## src/rtl/sar_pkg.sv

```systemverilog
package sar_pkg;
    localparam int NCH    = 8;
    localparam int CH_W   = $clog2(NCH);
    localparam int RES_W  = 12;
    localparam int DIV_W  = 8;
    localparam int NTRIG  = 6;
    localparam int ADDR_W = 4;
    localparam int DATA_W = 32;

    localparam logic [ADDR_W-1:0] A_CTRL = ADDR_W'(0);
    localparam logic [ADDR_W-1:0] A_GLOB = ADDR_W'(1);
    localparam logic [ADDR_W-1:0] A_CH0  = ADDR_W'(2);

    localparam logic [2:0] START_NONE = 3'd0;
    localparam logic [2:0] START_NOW  = 3'd1;
    localparam logic [2:0] START_TRG0 = 3'd2;

    typedef struct packed {
        logic             edge_fall;
        logic [2:0]       start;
        logic             pwr;
        logic             burst;
        logic [DIV_W-1:0] div;
        logic [NCH-1:0]   mask;
    } ctrl_t;

    function automatic logic [CH_W-1:0] first_ch(input logic [NCH-1:0] m);
        logic [CH_W-1:0] r;
        r = '0;
        for (int i = NCH - 1; i >= 0; i--) begin
            if (m[i]) r = CH_W'(i);
        end
        return r;
    endfunction

    function automatic logic [CH_W-1:0] next_ch(input logic [NCH-1:0] m,
                                                input logic [CH_W-1:0] cur);
        logic [CH_W-1:0] r;
        logic            hit;
        r   = first_ch(m);
        hit = 1'b0;
        for (int i = 0; i < NCH; i++) begin
            if (!hit && m[i] && (i > int'(cur))) begin
                r   = CH_W'(i);
                hit = 1'b1;
            end
        end
        return r;
    endfunction
endpackage

```

## src/rtl/sar_clkdiv.sv

```systemverilog
module sar_clkdiv #(
    parameter int DIV_W = 8
) (
    input  logic             clk,
    input  logic             rst_n,
    input  logic             run_i,
    input  logic             restart_i,
    input  logic [DIV_W-1:0] div_i,
    output logic             tick_o
);
    logic [DIV_W-1:0] cnt_d, cnt_q;

    always_comb begin
        tick_o = run_i && (cnt_q == div_i);
        cnt_d  = cnt_q + DIV_W'(1);
        if (restart_i || !run_i || tick_o) cnt_d = '0;
    end

    always_ff @(posedge clk or negedge rst_n) begin
        if (!rst_n) cnt_q <= '0;
        else        cnt_q <= cnt_d;
    end
endmodule

```

## src/rtl/sar_trig_edge.sv

```systemverilog
module sar_trig_edge #(
    parameter int N = 6
) (
    input  logic         clk,
    input  logic         rst_n,
    input  logic [N-1:0] trig_i,
    input  logic         fall_i,
    output logic [N-1:0] edge_o
);
    typedef struct packed {
        logic [N-1:0] s1;
        logic [N-1:0] s2;
        logic [N-1:0] s3;
    } sync_t;

    sync_t sy_d, sy_q;

    always_comb begin
        sy_d.s1 = trig_i;
        sy_d.s2 = sy_q.s1;
        sy_d.s3 = sy_q.s2;
    end

    for (genvar g = 0; g < N; g++) begin : g_lane
        assign edge_o[g] = fall_i ? (sy_q.s3[g] && !sy_q.s2[g])
                                  : (sy_q.s2[g] && !sy_q.s3[g]);
    end

    always_ff @(posedge clk or negedge rst_n) begin
        if (!rst_n) sy_q <= '0;
        else        sy_q <= sy_d;
    end
endmodule

```

## src/rtl/sar_engine.sv

```systemverilog
module sar_engine #(
    parameter int RES_W = 12,
    parameter int CH_W  = 3
) (
    input  logic             clk,
    input  logic             rst_n,
    input  logic             start_i,
    input  logic [CH_W-1:0]  start_ch_i,
    input  logic             abort_i,
    input  logic             tick_i,
    input  logic             cmp_i,
    output logic             busy_o,
    output logic [CH_W-1:0]  ch_o,
    output logic [RES_W-1:0] dac_o,
    output logic             done_o,
    output logic [RES_W-1:0] result_o
);
    localparam int IDX_W = $clog2(RES_W);

    typedef enum logic [1:0] {E_IDLE, E_SAMP, E_BITS} est_t;

    typedef struct packed {
        est_t             st;
        logic [IDX_W-1:0] idx;
        logic [RES_W-1:0] approx;
        logic [CH_W-1:0]  ch;
    } eng_t;

    eng_t e_d, e_q;
    logic [RES_W-1:0] trial;
    logic [RES_W-1:0] keep;

    always_comb begin
        trial    = RES_W'(1) << e_q.idx;
        dac_o    = (e_q.st == E_BITS) ? (e_q.approx | trial) : '0;
        keep     = cmp_i ? dac_o : e_q.approx;
        done_o   = tick_i && (e_q.st == E_BITS) && (e_q.idx == '0);
        result_o = keep;
        busy_o   = (e_q.st != E_IDLE);
        ch_o     = e_q.ch;

        e_d = e_q;
        if (start_i) begin
            e_d.st     = E_SAMP;
            e_d.ch     = start_ch_i;
            e_d.approx = '0;
            e_d.idx    = IDX_W'(RES_W - 1);
        end else if (abort_i) begin
            e_d.st = E_IDLE;
        end else if (tick_i) begin
            case (e_q.st)
                E_SAMP: begin
                    e_d.st     = E_BITS;
                    e_d.idx    = IDX_W'(RES_W - 1);
                    e_d.approx = '0;
                end
                E_BITS: begin
                    e_d.approx = keep;
                    if (e_q.idx == '0) e_d.st = E_IDLE;
                    else               e_d.idx = e_q.idx - IDX_W'(1);
                end
                default: e_d.st = E_IDLE;
            endcase
        end
    end

    always_ff @(posedge clk or negedge rst_n) begin
        if (!rst_n) begin
            e_q.st     <= E_IDLE;
            e_q.idx    <= '0;
            e_q.approx <= '0;
            e_q.ch     <= '0;
        end else begin
            e_q <= e_d;
        end
    end
endmodule

```

## src/rtl/sar_scan_ctrl.sv

```systemverilog
module sar_scan_ctrl
    import sar_pkg::*;
(
    input  logic        clk,
    input  logic        rst_n,
    input  logic        bus_sel,
    input  logic        bus_wr,
    input  logic        bus_rd,
    input  logic [3:0]  bus_addr,
    input  logic [31:0] bus_wdata,
    output logic [31:0] bus_rdata,
    input  logic [5:0]  trig_in,
    input  logic        cmp_in,
    output logic [2:0]  sample_ch,
    output logic [11:0] dac_code
);
    typedef struct packed {
        ctrl_t                      ctrl;
        logic                       done;
        logic                       ovr;
        logic [RES_W-1:0]           g_res;
        logic [CH_W-1:0]            g_ch;
        logic [NCH-1:0][RES_W-1:0]  ch_res;
        logic [NCH-1:0]             ch_vld;
    } reg_t;

    reg_t r_d, r_q;

    logic             ctrl_wr, glob_rd;
    ctrl_t            wr_ctrl;
    logic             eng_start, eng_abort, eng_busy, eng_done, tick;
    logic [CH_W-1:0]  eng_start_ch, eng_ch;
    logic [RES_W-1:0] eng_res, eng_dac;
    logic [NTRIG-1:0] trig_edge;
    logic             trig_hit;
    logic [ADDR_W-1:0] ch_off;

    sar_trig_edge #(.N(NTRIG)) u_trig (
        .clk    (clk),
        .rst_n  (rst_n),
        .trig_i (trig_in),
        .fall_i (r_q.ctrl.edge_fall),
        .edge_o (trig_edge)
    );

    sar_clkdiv #(.DIV_W(DIV_W)) u_div (
        .clk       (clk),
        .rst_n     (rst_n),
        .run_i     (eng_busy),
        .restart_i (eng_start),
        .div_i     (r_q.ctrl.div),
        .tick_o    (tick)
    );

    sar_engine #(.RES_W(RES_W), .CH_W(CH_W)) u_eng (
        .clk        (clk),
        .rst_n      (rst_n),
        .start_i    (eng_start),
        .start_ch_i (eng_start_ch),
        .abort_i    (eng_abort),
        .tick_i     (tick),
        .cmp_i      (cmp_in),
        .busy_o     (eng_busy),
        .ch_o       (eng_ch),
        .dac_o      (eng_dac),
        .done_o     (eng_done),
        .result_o   (eng_res)
    );

    assign sample_ch = eng_ch;
    assign dac_code  = eng_dac;

    always_comb begin
        ctrl_wr = bus_sel && bus_wr && (bus_addr == A_CTRL);
        glob_rd = bus_sel && bus_rd && (bus_addr == A_GLOB);

        wr_ctrl.mask      = bus_wdata[7:0];
        wr_ctrl.div       = bus_wdata[15:8];
        wr_ctrl.burst     = bus_wdata[16];
        wr_ctrl.pwr       = bus_wdata[21];
        wr_ctrl.start     = bus_wdata[26:24];
        wr_ctrl.edge_fall = bus_wdata[27];

        trig_hit = (r_q.ctrl.start >= START_TRG0)
                   && trig_edge[r_q.ctrl.start - START_TRG0];

        // sequencing decisions
        eng_start    = 1'b0;
        eng_abort    = 1'b0;
        eng_start_ch = first_ch(r_q.ctrl.mask);
        if (ctrl_wr) begin
            eng_abort    = 1'b1;
            eng_start_ch = first_ch(wr_ctrl.mask);
            eng_start    = wr_ctrl.pwr && (wr_ctrl.burst || eng_busy
                                           || (wr_ctrl.start == START_NOW));
        end else if (r_q.ctrl.pwr) begin
            if (r_q.ctrl.burst) begin
                if (eng_done) begin
                    eng_start    = 1'b1;
                    eng_start_ch = next_ch(r_q.ctrl.mask, eng_ch);
                end else if (!eng_busy) begin
                    eng_start = 1'b1;
                end
            end else if (!eng_busy && trig_hit) begin
                eng_start = 1'b1;
            end
        end

        // register updates
        r_d = r_q;
        if (glob_rd) begin
            r_d.done = 1'b0;
            r_d.ovr  = 1'b0;
        end
        if (ctrl_wr) begin
            r_d.ctrl = wr_ctrl;
            r_d.done = 1'b0;
        end else if (eng_done) begin
            r_d.done           = 1'b1;
            r_d.ovr            = r_q.ovr || (r_q.ctrl.burst && r_q.done && !glob_rd);
            r_d.g_res          = eng_res;
            r_d.g_ch           = eng_ch;
            r_d.ch_res[eng_ch] = eng_res;
            r_d.ch_vld[eng_ch] = 1'b1;
            if (!r_q.ctrl.burst && (r_q.ctrl.start == START_NOW))
                r_d.ctrl.start = START_NONE;
        end

        // read mux
        ch_off    = bus_addr - A_CH0;
        bus_rdata = '0;
        if (bus_addr == A_CTRL) begin
            bus_rdata = {4'b0, r_q.ctrl.edge_fall, r_q.ctrl.start, 2'b0,
                         r_q.ctrl.pwr, 4'b0, r_q.ctrl.burst,
                         r_q.ctrl.div, r_q.ctrl.mask};
        end else if (bus_addr == A_GLOB) begin
            bus_rdata = {r_q.done, r_q.ovr, 3'b0, r_q.g_ch, 8'b0,
                         r_q.g_res, 4'b0};
        end else if ((bus_addr >= A_CH0) && (int'(ch_off) < NCH)) begin
            bus_rdata = {r_q.ch_vld[ch_off[CH_W-1:0]], 15'b0,
                         r_q.ch_res[ch_off[CH_W-1:0]], 4'b0};
        end
    end

    always_ff @(posedge clk or negedge rst_n) begin
        if (!rst_n) begin
            r_q        <= '0;
            r_q.ctrl.mask <= NCH'(1);
        end else begin
            r_q <= r_d;
        end
    end

    // observation points for the bound checker
    logic flag_done, flag_ovr, cfg_pwr, cfg_burst;
    logic [NCH-1:0] cfg_mask;
    assign flag_done = r_q.done;
    assign flag_ovr  = r_q.ovr;
    assign cfg_pwr   = r_q.ctrl.pwr;
    assign cfg_burst = r_q.ctrl.burst;
    assign cfg_mask  = r_q.ctrl.mask;
endmodule

```

## config.mk

```make
export PLATFORM = sky130hd
export DESIGN_NAME = sar_scan_ctrl
export DESIGN_NICKNAME = d
export VERILOG_FILES = /design/src/rtl/sar_pkg.sv /design/src/rtl/sar_clkdiv.sv /design/src/rtl/sar_trig_edge.sv /design/src/rtl/sar_engine.sv /design/src/rtl/sar_scan_ctrl.sv
export SDC_FILE = /design/constraint.sdc
export NUM_CORES = 1
export LEC_CHECK = 0
export BUFFER_PORTS_ARGS = -buffer_cell sky130_fd_sc_hd__buf_2
export CORE_UTILIZATION = 25
export CTS_BUF_LIST = sky130_fd_sc_hd__clkbuf_8 sky130_fd_sc_hd__clkbuf_16
export CTS_CLUSTER_SIZE = 20
export DETAILED_ROUTE_END_ITERATION = 10
export GPL_ROUTABILITY_DRIVEN = 1
export PLACE_DENSITY_LB_ADDON = 0.3
export RECOVER_POWER = 100
export SYNTH_ARGS = -nofsm -noshare
export SYNTH_HDL_FRONTEND = slang
export SYNTH_SLANG_ARGS = --single-unit
```

## constraint.sdc

```tcl
create_clock -name clk -period 9.6 [get_ports clk]
set_input_delay 1.44 -clock clk [delete_from_list [all_inputs] [get_ports clk]]
set_output_delay 1.44 -clock clk [all_outputs]
set_load 0.005 [all_outputs]
```

==> impl_metrics.ini, run 1 <==
[clock_network]
postCtsHoldBufs = 0
clk_root_buffer_cell = clkbuf_16
cts_inserted_buffers = 17
insertion_delay_ns = 0.43
cts_tree = yes
cts_sinks = 190
clk_pin_slew_ns = 0.08
cts_resized = 0
h-tree-depth = 4
clk_path_buf_depth = 2
cts_setup_buffers = 0

[layout]
drive_gt1_frac = 0.138
design_area_sq_um = 10500
finalNonFillerCells = 1455
fin_util = 0.289
area_delta_synth_final_pct = 13.9
antennaDiodeCount = 0
fin_nets = 1031

[yosys]
ys_warn_count = 0
synth-compound-area-share = 0.142
syn-mean-instance-area_sq_um = 10.0
ys_ff_latch = 190
yosys.area_share.simple = 0.166
synthAdderAreaFrac = 0.0122
postSynthCellCount = 923
synth_top_family_by_area = simple AND/OR/NAND/NOR gates
synth_edf_count = 0
synth_cell_types = 61
synthMuxAreaShare = 0.0996
synth-async-reset-ratio = 1.00
synth-xor-area-share = 0.0166
synthFlopType = dfrtp_1
ys_seq_area_frac = 0.514
netlist_area_sq_um = 9260

[timing]
slew-limit-headroom = -2.70
maxSlewViolCount = 207
setup_violations = 0
post-route-period-util = 0.653
fmax_ghz = 0.159
tightest_slew_ns = 5.55
rsz0062_at_grt = false
finalHoldViolations = 0
fin_crit_ns = 6.27
setup-tns-final_ns = 0
skew_ns = 0.0113

[grt]
grt_pass1_vias = 6640
grt_pass1_wl_mm = 38.6
grt_max_degree = 101
grt_use_total = 0.132
grt_antenna_before_repair = 0
overflow = 0

[pwr]
p_leak_nw = 4.73
p_total_mw = 1.95
ir_worst_vdd_v = 0.000101
powerDensity_nw_per_um2 = 185

[drt]
drtIter0Drc = 417
drtAntennaViolNets = 0
first_pass_iters = 4
post-route-drc-count = 0
routed_wirelength_mm = 24.2
via_count = 6848
top_layer = met4
routedLengthMet1_mm = 11.8
wl_per_cell_um = 16.6
wl_met3_um = 768
drt-vias-per-instance = 4.71
wl_met2_mm = 11.5

[setup_path]
worstReg2RegStart = u_eng.e_q[15]
endpoint_kind = flop
r2r_slack_ns = 5.21
crit_fanout = 36
crit_required_ns = 9.91
critPathKind = in2reg
worst_setup_path_start_kind = primary input
cp.arrival_ns = 6.59
r2r_cells = 10

[die]
rows = 70
die_w_um = 194
start_util = 0.253
die_h_um = 194
io_pins = 95
die-area_sq_um = 37800
fp.coreArea_sq_um = 36500

[placed_design]
place_hpwl_mm = 16.4
port_buffers = 76
post_dp_cell_area_sq_um = 10000
place_congestion = 0.791
place_inst = 1423

[run_status]
violations = max-capacitance violations, max-slew violations
run_status = finished, violations left

[hold_path]
min_to = u_trig.sy_d[4]
min-delay-start = u_trig.sy_d[10]
min_path_cells = 0
hold_path_class = reg2reg

[flow_run]
max_cap_violations = 4
## layer usage
| layer | GRT usage | vias up |
|---|---|---|
| met5 | 0 | - |
| met4 | 0.0329 | 0 |
| met3 | 0.0269 | 10 |
| met2 | 0.211 | 121 |
| met1 | 0.182 | 3408 |
| li1 | - | 3309 |
## worst max-delay path: stages
cell	delay (ns)
clkbuf_1	1.35
or3_1	0.75
nor3_1	0.18
or3_1	0.40
clkbuf_1	0.61
nor3b_1	0.39
clkbuf_1	1.00
mux2_2	0.42
## logic make-up after synthesis
kind of cell,count (synthesis)
multiplexers,59
buffers and inverters,93
flip-flops,190
AND/OR/NAND/NOR,331
other,1
adder cells (fa/ha/maj),9
AO/OA/AOI/OAI,225
XOR/XNOR,15
## stage by stage
stage	hold slack [ns]	worst slack (ns)
after floorplan	0.331	4.56
after global routing	0.360	2.32
after global placement	0.334	4.14
after detailed placement	0.335	4.17
final	0.351	3.33
after CTS	0.353	4.15
## power by group
group / switching (mW) / internal, mW / leakage, nW
clock network: 0.351 / 0.358 / 0.290
registers: 0.0790 / 0.844 / 2.51
logic: 0.198 / 0.121 / 1.92
total: 0.627 / 1.32 / 4.73
## final cells by class
cell class | instances | area, sq um
Clock buffer | 18 | 439
Clock inverter | 14 | 161
Fill cell | 3811 | 26000
Inverter | 27 | 101
Multi-Input combinational cell | 647 | 4070
Sequential cell | 190 | 4760
Tap cell | 468 | 586
Timing Repair Buffer | 91 | 429
## cell usage after synthesis, drive strengths merged, types with 2 or more instances
library cell | instances | area (sq um)
o22ai | 14 | 87.6
mux4 | 26 | 586
nand4 | 4 | 25.0
clkbuf | 31 | 116
a21oi | 73 | 365
a31oi | 2 | 12.5
nor3 | 11 | 60.1
mux2 | 5 | 56.3
o31a | 2 | 17.5
dfrtp | 189 | 4730
and3 | 4 | 25.0
a32o | 12 | 120
o21a | 13 | 97.6
nor4bb | 2 | 20.0
inv | 27 | 101
nand2b | 7 | 43.8
a21o | 3 | 22.5
nor2b | 21 | 131
and2 | 4 | 25.0
o221ai | 2 | 17.5
buf | 35 | 239
or3 | 7 | 43.8
and3b | 4 | 35.0
nand4b | 4 | 35.0
mux2i | 28 | 280
o21ai | 88 | 440
xor2 | 5 | 43.8
nor3b | 8 | 65.1
ha | 9 | 113
xnor2 | 10 | 110
or2 | 6 | 37.5
nor2 | 96 | 360
nand2 | 134 | 503
a22oi | 2 | 15.0
nand3 | 11 | 55.1
o41ai | 2 | 17.5
nor4 | 6 | 52.6
## how the worst max path moves through the flow
| stage | startpoint | to | slack [ns] | cells after the start |
|---|---|---|---|---|
| 5_1_grt | rst_n | r_q[117] | 2.32 | 1 |
| 6_report | bus_addr[1] | flop | 3.33 | 8 |
| 3_3_place_gp | bus_addr[1] | bus_rdata[15] | 4.14 | 7 |
| 2_1_floorplan | bus_addr[1] | bus_rdata[31] | 4.56 | 10 |
| 3_5_place_dp | bus_addr[1] | bus_rdata[8] | 4.17 | 7 |
| 4_1_cts | bus_addr[1] | bus_rdata[15] | 4.15 | 7 |
## cells in the final DEF (no fill, tap or decap), types with 4 or more instances in the layout
cell / n
a21oi_1: 73
a32o_1: 12
and2_0: 4
and3_1: 4
and3b_1: 4
buf_2: 46
buf_4: 6
clkbuf_1: 33
clkbuf_16: 17
clkbuf_2: 6
clkinv_8: 4
conb_1: 8
dfrtp_1: 189
ha_1: 9
inv_1: 27
inv_8: 4
mux2_2: 5
mux2i_1: 28
mux4_2: 26
nand2_1: 134
nand2b_1: 7
nand3_1: 11
nand4_1: 4
nand4b_1: 4
nor2_1: 96
nor2b_1: 21
nor3_1: 10
nor3b_1: 8
nor4_1: 4
o21a_1: 13
o21ai_0: 88
o22ai_1: 14
or2_2: 6
or3_1: 7
xnor2_1: 7
xor2_1: 5
Power figures use the tool's default switching activity.
==> run 2: changes to the inputs <==
Clock period 9.6 ns to 5.7 ns, I/O delays scaled along.
==> run 2 against run 1 <==
  * The run still ends with max-capacitance violations, max-slew violations left
  * Worst setup slack got worse by 2.3 ns
  * Critical path depth up 1
  * Sequential share of layout area fell by 0.17 points
  * Clock skew increased by 0.0016 ns
  * First-iteration DRC count rose by 4.1%
  * Core utilization up 0.11 points
  * Routed wire length is 2.4% higher
  * Largest cell class unchanged
==> impl_metrics.ini, run 2 (synthesized netlist as in run 1, its figures left out) <==
[pwr]
cell_internal_pwr_mw = 2.27
swShare = 0.319
p_sw_mw = 1.06
powerDensity_nw_per_um2 = 315
combPwrFrac = 0.161
ir_worst_vdd_v = 0.000190
seqPwrFrac = 0.466
p_leak_nw = 4.76
clkPwrFrac = 0.373

[clock_network]
clk_root_buffer_cell = clkbuf_16
cts_inserted_buffers = 17
h-tree-depth = 4
cts_tree = yes
insertion_delay_ns = 0.44
clk_path_buf_depth = 2
postCtsHoldBufs = 0
cts_setup_buffers = 0
cts_sinks = 190
clk_pin_slew_ns = 0.07
cts_resized = 0

[timing]
setup_violations = 0
fmax_ghz = 0.212
skew_ns = 0.0129
finalHoldViolations = 0
tightest_slew_ns = 2.77
setup-tns-final_ns = 0
maxSlewViolCount = 147
slew-limit-headroom = -0.848
rsz0062_at_grt = false
fin_crit_ns = 4.71
post-route-period-util = 0.827
fin_ws_ns = 0.986

[grt]
grt_antenna_before_repair = 0
grt_pass1_vias = 6698
grt_max_degree = 108
overflow = 0
grt_use_total = 0.135
grt_pass1_wl_mm = 39.5

[setup_path]
worst_setup_path_start_kind = primary input
cp.arrival_ns = 5.03
crit_required_ns = 6.02
endpoint_kind = flop
crit_fanout = 36
critPathKind = in2reg

[layout]
fin_util = 0.290
drive_gt1_frac = 0.143
fin_nets = 1035
antennaDiodeCount = 0
area_delta_synth_final_pct = 14.3
layout_common_cells = dfrtp_1, nand2_1, nor2_1, o21ai_0, a21oi_1
final_common_cell = dfrtp_1

[run_status]
run_status = finished, violations left
violations = max-capacitance violations, max-slew violations

[placed_design]
port_buffers = 76
place_congestion = 0.791
dp_slack_ns = 1.37
place_hpwl_mm = 16.7

[die]
io_pins = 95
die_h_um = 194
rows = 70
die_w_um = 194
fp.coreArea_sq_um = 36500
start_util = 0.253
die-area_sq_um = 37800

[flow_run]
max_cap_violations = 3

[drt]
routed_wirelength_mm = 24.8
post-route-drc-count = 0
drtAntennaViolNets = 0
first_pass_iters = 4
drt-vias-per-instance = 4.71
via_count = 6866
drtIter0Drc = 434
wl_per_cell_um = 17.0

[hold_path]
hold_path_class = reg2reg
[run 2: area by class of cell]
cell class,count,area (sq um)
flip-flops and latches,190,4760
clock inverters,14,176
clock buffers,18,439
inverters,27,101
fillers,3841,25900
repair buffers,95,468
multi-input cells,647,4060
well taps,468,586
[run 2: per-stage QoR]
| stage | power, mW | cell area [sq um] | cells | hold WS (ns) |
|---|---|---|---|---|
| 2_1_floorplan | 1.93 | 9280 | 930 | 0.331 |
| 3_3_place_gp | 2.12 | 10100 | 1427 | 0.334 |
| 3_5_place_dp | 2.12 | 10100 | 1427 | 0.342 |
| 4_1_cts | 3.36 | 10700 | 1459 | 0.356 |
| 5_1_grt | 3.50 | 10600 | 1459 | 0.357 |
| 6_report | 3.33 | 10600 | 1459 | 0.348 |
[run 2: power groups by stage]
| stage | Combinational (mW) | Clock (mW) | Sequential (mW) |
|---|---|---|---|
| finish | 0.538 | 1.24 | 1.55 |
| CTS | 0.548 | 1.26 | 1.55 |
| global placement | 0.542 | 0 | 1.58 |
| detailed placement | 0.546 | 0 | 1.58 |
| global route | 0.608 | 1.32 | 1.57 |
| floorplan | 0.420 | 0 | 1.51 |
[run 2: worst paths after layout]
kind                                 start              to  slack (ns)  depth (start not counted)
min in group asynchronous            rst_n    u_eng.e_q[8]        1.25                          1
hold reg to reg            u_trig.sy_d[10]  u_trig.sy_d[4]        0.35                          0
hold / removal             u_trig.sy_d[10]  u_trig.sy_d[4]        0.35                          0
max in group asynchronous            rst_n   u_eng.e_q[20]        2.13                          2
setup / recovery               bus_addr[1]            flop        0.99                          9
setup reg to reg             u_eng.e_q[15]            flop        1.80                         10
[run 2: metal layers]
metal  vias up  routed length (um)  track usage
met5         -                   0            0
met3        16                 803       0.0241
li1       3310                   -            -
met2       122               11500        0.211
met4         0                 282       0.0350
met1      3418               12200        0.192
[run 2: worst max-delay path: stages]
cell      delay, ns
buf_2          0.64
or3_1          0.22
clkbuf_1       0.78
nor3_1         0.16
or3_1          0.40
buf_4          0.26
nor3b_1        0.22
clkbuf_1       1.06
mux2_2         0.43
